==> src/rtl/csel_pkg.sv <==
`timescale 1ns/1ps
package csel_pkg;
    typedef enum logic [1:0] {
        ST_IDLE  = 2'd0,
        ST_LEAD  = 2'd1,
        ST_HOLD  = 2'd2,
        ST_TRAIL = 2'd3
    } csel_state_e;
endpackage

==> src/rtl/csel_popcount.sv <==
`timescale 1ns/1ps
module csel_popcount #(
    parameter int W     = 16,
    parameter int LIMIT = 4
) (
    input  logic [W-1:0] vec_i,
    output logic         over_o
);
    localparam int CW = $clog2(W + 1);

    logic [CW-1:0] part [W+1];

    assign part[0] = '0;
    for (genvar g = 0; g < W; g++) begin : g_sum
        assign part[g+1] = part[g] + CW'(vec_i[g]);
    end

    assign over_o = part[W] > CW'(LIMIT);
endmodule

==> src/rtl/csel_seq.sv <==
`timescale 1ns/1ps
module csel_seq
    import csel_pkg::*;
#(
    parameter int N  = 16,
    parameter int DW = 8
) (
    input  logic          clk_i,
    input  logic          rst_ni,
    input  logic          start_i,
    input  logic          reject_i,
    input  logic          done_i,
    input  logic [N-1:0]  mask_i,
    input  logic [DW-1:0] lead_i,
    input  logic [DW-1:0] trail_i,
    output logic          hold_d_o,
    output logic [N-1:0]  mask_d_o,
    output logic          go_o,
    output logic          err_o,
    output logic          idle_o
);
    typedef struct packed {
        csel_state_e   state;
        logic [DW-1:0] cnt;
        logic [DW-1:0] trl;
        logic [N-1:0]  mask;
        logic          go;
        logic          err;
    } seq_t;

    seq_t seq_d, seq_q;

    always_comb begin
        seq_d     = seq_q;
        seq_d.err = 1'b0;
        unique case (seq_q.state)
            ST_IDLE: begin
                if (start_i) begin
                    if (reject_i) begin
                        seq_d.err = 1'b1;
                    end else begin
                        seq_d.mask = mask_i;
                        seq_d.trl  = trail_i;
                        if (lead_i == '0) begin
                            seq_d.state = ST_HOLD;
                            seq_d.go    = 1'b1;
                        end else begin
                            seq_d.state = ST_LEAD;
                            seq_d.cnt   = lead_i;
                        end
                    end
                end
            end
            ST_LEAD: begin
                if (seq_q.cnt <= DW'(1)) begin
                    seq_d.state = ST_HOLD;
                    seq_d.go    = 1'b1;
                end else begin
                    seq_d.cnt = seq_q.cnt - DW'(1);
                end
            end
            ST_HOLD: begin
                if (done_i) begin
                    seq_d.go = 1'b0;
                    if (seq_q.trl == '0) begin
                        seq_d.state = ST_IDLE;
                    end else begin
                        seq_d.state = ST_TRAIL;
                        seq_d.cnt   = seq_q.trl;
                    end
                end
            end
            ST_TRAIL: begin
                if (seq_q.cnt <= DW'(1)) begin
                    seq_d.state = ST_IDLE;
                end else begin
                    seq_d.cnt = seq_q.cnt - DW'(1);
                end
            end
            default: seq_d.state = ST_IDLE;
        endcase
    end

    always_ff @(posedge clk_i or negedge rst_ni) begin
        if (!rst_ni) begin
            seq_q <= '{state: ST_IDLE, cnt: '0, trl: '0, mask: '0, go: 1'b0, err: 1'b0};
        end else begin
            seq_q <= seq_d;
        end
    end

    assign hold_d_o = (seq_d.state != ST_IDLE);
    assign mask_d_o = seq_d.mask;
    assign go_o     = seq_q.go;
    assign err_o    = seq_q.err;
    assign idle_o   = (seq_q.state == ST_IDLE);
endmodule

==> src/rtl/csel_drive.sv <==
`timescale 1ns/1ps
module csel_drive #(
    parameter int           N       = 16,
    parameter logic [N-1:0] RST_VAL = '1
) (
    input  logic         clk_i,
    input  logic         rst_ni,
    input  logic         hold_i,
    input  logic [N-1:0] mask_i,
    input  logic [N-1:0] en_i,
    input  logic [N-1:0] lvl_i,
    output logic [N-1:0] sel_o
);
    logic [N-1:0] sel_d, sel_q;

    for (genvar g = 0; g < N; g++) begin : g_line
        always_comb begin
            if (hold_i && mask_i[g] && en_i[g]) begin
                sel_d[g] = lvl_i[g];
            end else begin
                sel_d[g] = ~lvl_i[g];
            end
        end
    end

    always_ff @(posedge clk_i or negedge rst_ni) begin
        if (!rst_ni) begin
            sel_q <= RST_VAL;
        end else begin
            sel_q <= sel_d;
        end
    end

    assign sel_o = sel_q;
endmodule

==> src/rtl/csel_gen.sv <==
`timescale 1ns/1ps
module csel_gen #(
    parameter int NUM_LINES  = 16,
    parameter int MAX_ACTIVE = 4,
    parameter int DLY_W      = 8
) (
    input  logic                 clk_i,
    input  logic                 rst_ni,
    input  logic                 start_i,
    input  logic [NUM_LINES-1:0] sel_mask_i,
    input  logic                 done_i,
    input  logic [DLY_W-1:0]     lead_cfg_i,
    input  logic [DLY_W-1:0]     trail_cfg_i,
    input  logic [NUM_LINES-1:0] act_level_i,
    input  logic [NUM_LINES-1:0] line_en_i,
    output logic [NUM_LINES-1:0] sel_o,
    output logic                 go_o,
    output logic                 err_o
);
    localparam logic [NUM_LINES-1:0] SEL_RST = '1;

    logic                 over_w;
    logic                 hold_d_w;
    logic [NUM_LINES-1:0] mask_d_w;
    logic                 idle_w;

    csel_popcount #(.W(NUM_LINES), .LIMIT(MAX_ACTIVE)) u_cnt (
        .vec_i  (sel_mask_i),
        .over_o (over_w)
    );

    csel_seq #(.N(NUM_LINES), .DW(DLY_W)) u_seq (
        .clk_i    (clk_i),
        .rst_ni   (rst_ni),
        .start_i  (start_i),
        .reject_i (over_w),
        .done_i   (done_i),
        .mask_i   (sel_mask_i),
        .lead_i   (lead_cfg_i),
        .trail_i  (trail_cfg_i),
        .hold_d_o (hold_d_w),
        .mask_d_o (mask_d_w),
        .go_o     (go_o),
        .err_o    (err_o),
        .idle_o   (idle_w)
    );

    csel_drive #(.N(NUM_LINES), .RST_VAL(SEL_RST)) u_drv (
        .clk_i  (clk_i),
        .rst_ni (rst_ni),
        .hold_i (hold_d_w),
        .mask_i (mask_d_w),
        .en_i   (line_en_i),
        .lvl_i  (act_level_i),
        .sel_o  (sel_o)
    );
endmodule

==> config.mk <==
export PLATFORM = sky130hd
export DESIGN_NAME = csel_gen
export DESIGN_NICKNAME = d
export VERILOG_FILES = /design/src/rtl/csel_pkg.sv /design/src/rtl/csel_popcount.sv /design/src/rtl/csel_seq.sv /design/src/rtl/csel_drive.sv /design/src/rtl/csel_gen.sv
export SDC_FILE = /design/constraint.sdc
export NUM_CORES = 1
export LEC_CHECK = 0
export BUFFER_PORTS_ARGS = -buffer_cell sky130_fd_sc_hd__buf_2
export CORE_UTILIZATION = 57
export CTS_CLUSTER_DIAMETER = 30
export DETAILED_ROUTE_END_ITERATION = 8
export PLACE_DENSITY = 0.85
export SLEW_MARGIN = 10
export SYNTH_ARGS = -nofsm -noshare
export SYNTH_HDL_FRONTEND = slang
export SYNTH_SLANG_ARGS = --single-unit
export TNS_END_PERCENT = 5
==> constraint.sdc <==
create_clock -name clk_i -period 4.6 [get_ports clk_i]
set_clock_uncertainty 0.1 [all_clocks]
set_input_delay 0.92 -clock clk_i [delete_from_list [all_inputs] [get_ports clk_i]]
set_output_delay 0.92 -clock clk_i [all_outputs]
set_load 0.1 [all_outputs]
==> metrics <==
measured slew at the worst slew-check pin 0.9280 ns; post-layout util 83.07%; Max Root-Sink Buffers 2; Min Hold Slack 0.3995 ns; area growth from synthesis to layout 40.51%; Post-synth top flop dfrtp_1; Clock Sink Count 52; crit path DAT 5.71 ns; worst flop-to-flop path startpoint u_seq.seq_q[34]; top cell type by total area after synthesis dfrtp_1; Yosys top cell area share 27.67%; DR WL/cell 20.40 um; die footprint 6018 um2; vias in the first global route 3,357; Final period util 121.1%; final hold violations 0; Clock Latency Late Sink 0.32 ns; initial antenna violation count 0; post-route ant nets 0; # DRC 0; Hold Buf Count CTS 0; #FFs+latches synth 52; H-tree levels 2; CTS buffer count 5; # rows 27; GRT Overall Usage 36.18%; most frequent cell after synthesis inv_1; Antenna Cells 0; core area 5507 um2; Mapped Cells 316; placed cell area 3985 um2; CP Data Required Time 4.74 ns; Placer Congestion 0.8664; Synth Warn # 0; CP Class in -> reg; slowest cell on the critical path fa_2; Total Wirelength 10,340 um; number of top-level pins 86; critical path cell sequence buf_6 > fa_1 > inv_1 > fa_1 > fa_1 > fa_1 > fa_2 > fa_2 > and2_4 > o21ai_4 > a21oi_4 > mux2_4 > buf_6 > a2111oi_0 > a211oi_1; mapped cell area 3256 um2; cell area after layout 4574 um2; Post-synth EDFFs 0; syn_area_per_cell 10.30 um2; largest net degree at the start of global routing 36; Min-Delay Path Class in -> async; Synthesized Nets 405; synth unique cells 43; layout cells sized above 1 50.34%; Critical Path Start sel_mask_i[7]; Vias 3,159; DRT iter0 DRCs 226; # setup viols final 51; Top cell by count, worst path fa_1; slowest stage delay, CP 0.58 ns; fin. max-slew vios 0; ys async rst share 100.0%; CTS clk-pin slew, worst paths 0.11 ns; Final min period 5.573 ns; Die Width 77.58 um; outcome finished with violations; worst r2r dst u_drv.sel_o[15]; clock root buffer clkbuf_8; RSZ-0062 raised after global routing true; Worst setup EP type flip-flop; CTS tree done; Worst R2R Setup Slack 1.69 ns; # port buffers 85; first-pass GRT wire length 16,500 um; DIE HEIGHT 77.58 um; CP max FO 11; CP top delay family adder cells; vias per cell 6.231; Final WS setup -0.9726 ns; worst reg-to-reg path cell count 8; startpoint types primary input; slew margin rel. 38.13%; f_max 179.5 MHz; starting density of the core 59.12%; DR pass1 iterations 6; Max-Cap Viols 0; Bufs and invs on worst path 3; WP depth 15; Seq/Total Area, Yosys 40.58%; GRT overflow 0; DPL Wire Length 6386 um; failing checks setup timing; worst setup path end u_drv.sel_o[12]; ranking of synthesized cells by area dfrtp_1, dfstp_2, mux2_2; fin nets 523; most frequent cells after synthesis inv_1, dfrtp_1, mux2_2
logic make-up (layout without fill, tap and decap cells):
logic type / count (synthesis) / in the layout / synth area share, %
AOI/OAI and AO/OA: 93 / 94 / 20.25
xor gates and xnor gates: 6 / 6 / 1.614
adders and majority gates: 21 / 21 / 10.38
buffers and inverters: 52 / 170 / 6.380
DFF: 52 / 52 / 40.58
muxes: 29 / 29 / 9.954
and+or+nand+nor: 63 / 63 / 10.84
how the worst min path moves through the flow:
stage | to | startpoint | cells after the start | slack, ns
after detailed placement | u_seq.seq_q[14] | u_seq.seq_q[14] | 1 | 0.40
after global routing | u_seq.go_o | u_seq.go_o | 2 | 0.41
after CTS | u_seq.go_o | u_seq.go_o | 2 | 0.41
final | u_seq.seq_q[2] | rst_ni | 1 | 0.40
after global placement | u_seq.go_o | u_seq.go_o | 2 | 0.38
after floorplan | u_seq.seq_q[5] | u_seq.seq_q[5] | 1 | 0.38
cells in the final DEF, fill, tap and decap left out, types with 3 or more instances in the layout:
master,n
buf_2,82
a2111oi_4,7
or4_1,4
buf_4,25
and3_1,17
a22o_1,3
nand2_1,17
a2111oi_1,6
o21ai_0,5
a211oi_2,14
nor2_1,11
mux2_2,8
fa_1,8
xor2_1,3
ha_1,11
inv_1,38
dfrtp_1,36
a22oi_1,6
a21oi_1,19
buf_6,11
o21ai_1,9
a211oi_1,4
inv_6,3
clkbuf_8,5
dfstp_2,16
mux2_4,19
sequential cells by signal, summed over array words and instances, names as in the netlist:
register and cells:
u_seq.seq_q 34, u_seq.err_o 1, u_drv.sel_o 16, u_seq.go_o 1
per-layer routing:
metal / vias to the layer above / part of all wire, % / track usage [%]
met3: 39 / 6.9 / 6.118
met1: 1554 / 38 / 42.46
met2: 179 / 51 / 63.36
met5: - / 0 / 0
li1: 1387 / - / -
met4: 0 / 4.1 / 18.68
per-stage QoR:
step	std cells	TNS (ns)	setup slack, ns
5_1_grt	507	-33.97	-1.096
3_3_place_gp	486	-37.22	-0.9796
2_1_floorplan	316	-27.68	-0.8088
4_1_cts	507	-23.22	-0.7287
6_report	507	-29.68	-0.9726
3_5_place_dp	486	-43.36	-1.202
repair_timing:
action,CTS,global route
pin swaps,11,3
cloned,2,0
setup endpoints to repair,51,51
endpoints found under the hold margin,0,0
gates resized for setup,78,16
setup buffers,11,0
cell type report:
class	count	area [um2]
Clock buffer	5	68.82
Clock inverter	3	26.28
Fill cell	276	932.1
Inverter	41	158.9
Multi-Input combinational cell	213	2132
Sequential cell	52	1321
Tap cell	72	90.09
Timing Repair Buffer	121	777.0
Power is left out: the tool's default activity adds up to more than one toggle a clock period on the data nets, which glitch-free logic cannot reach.
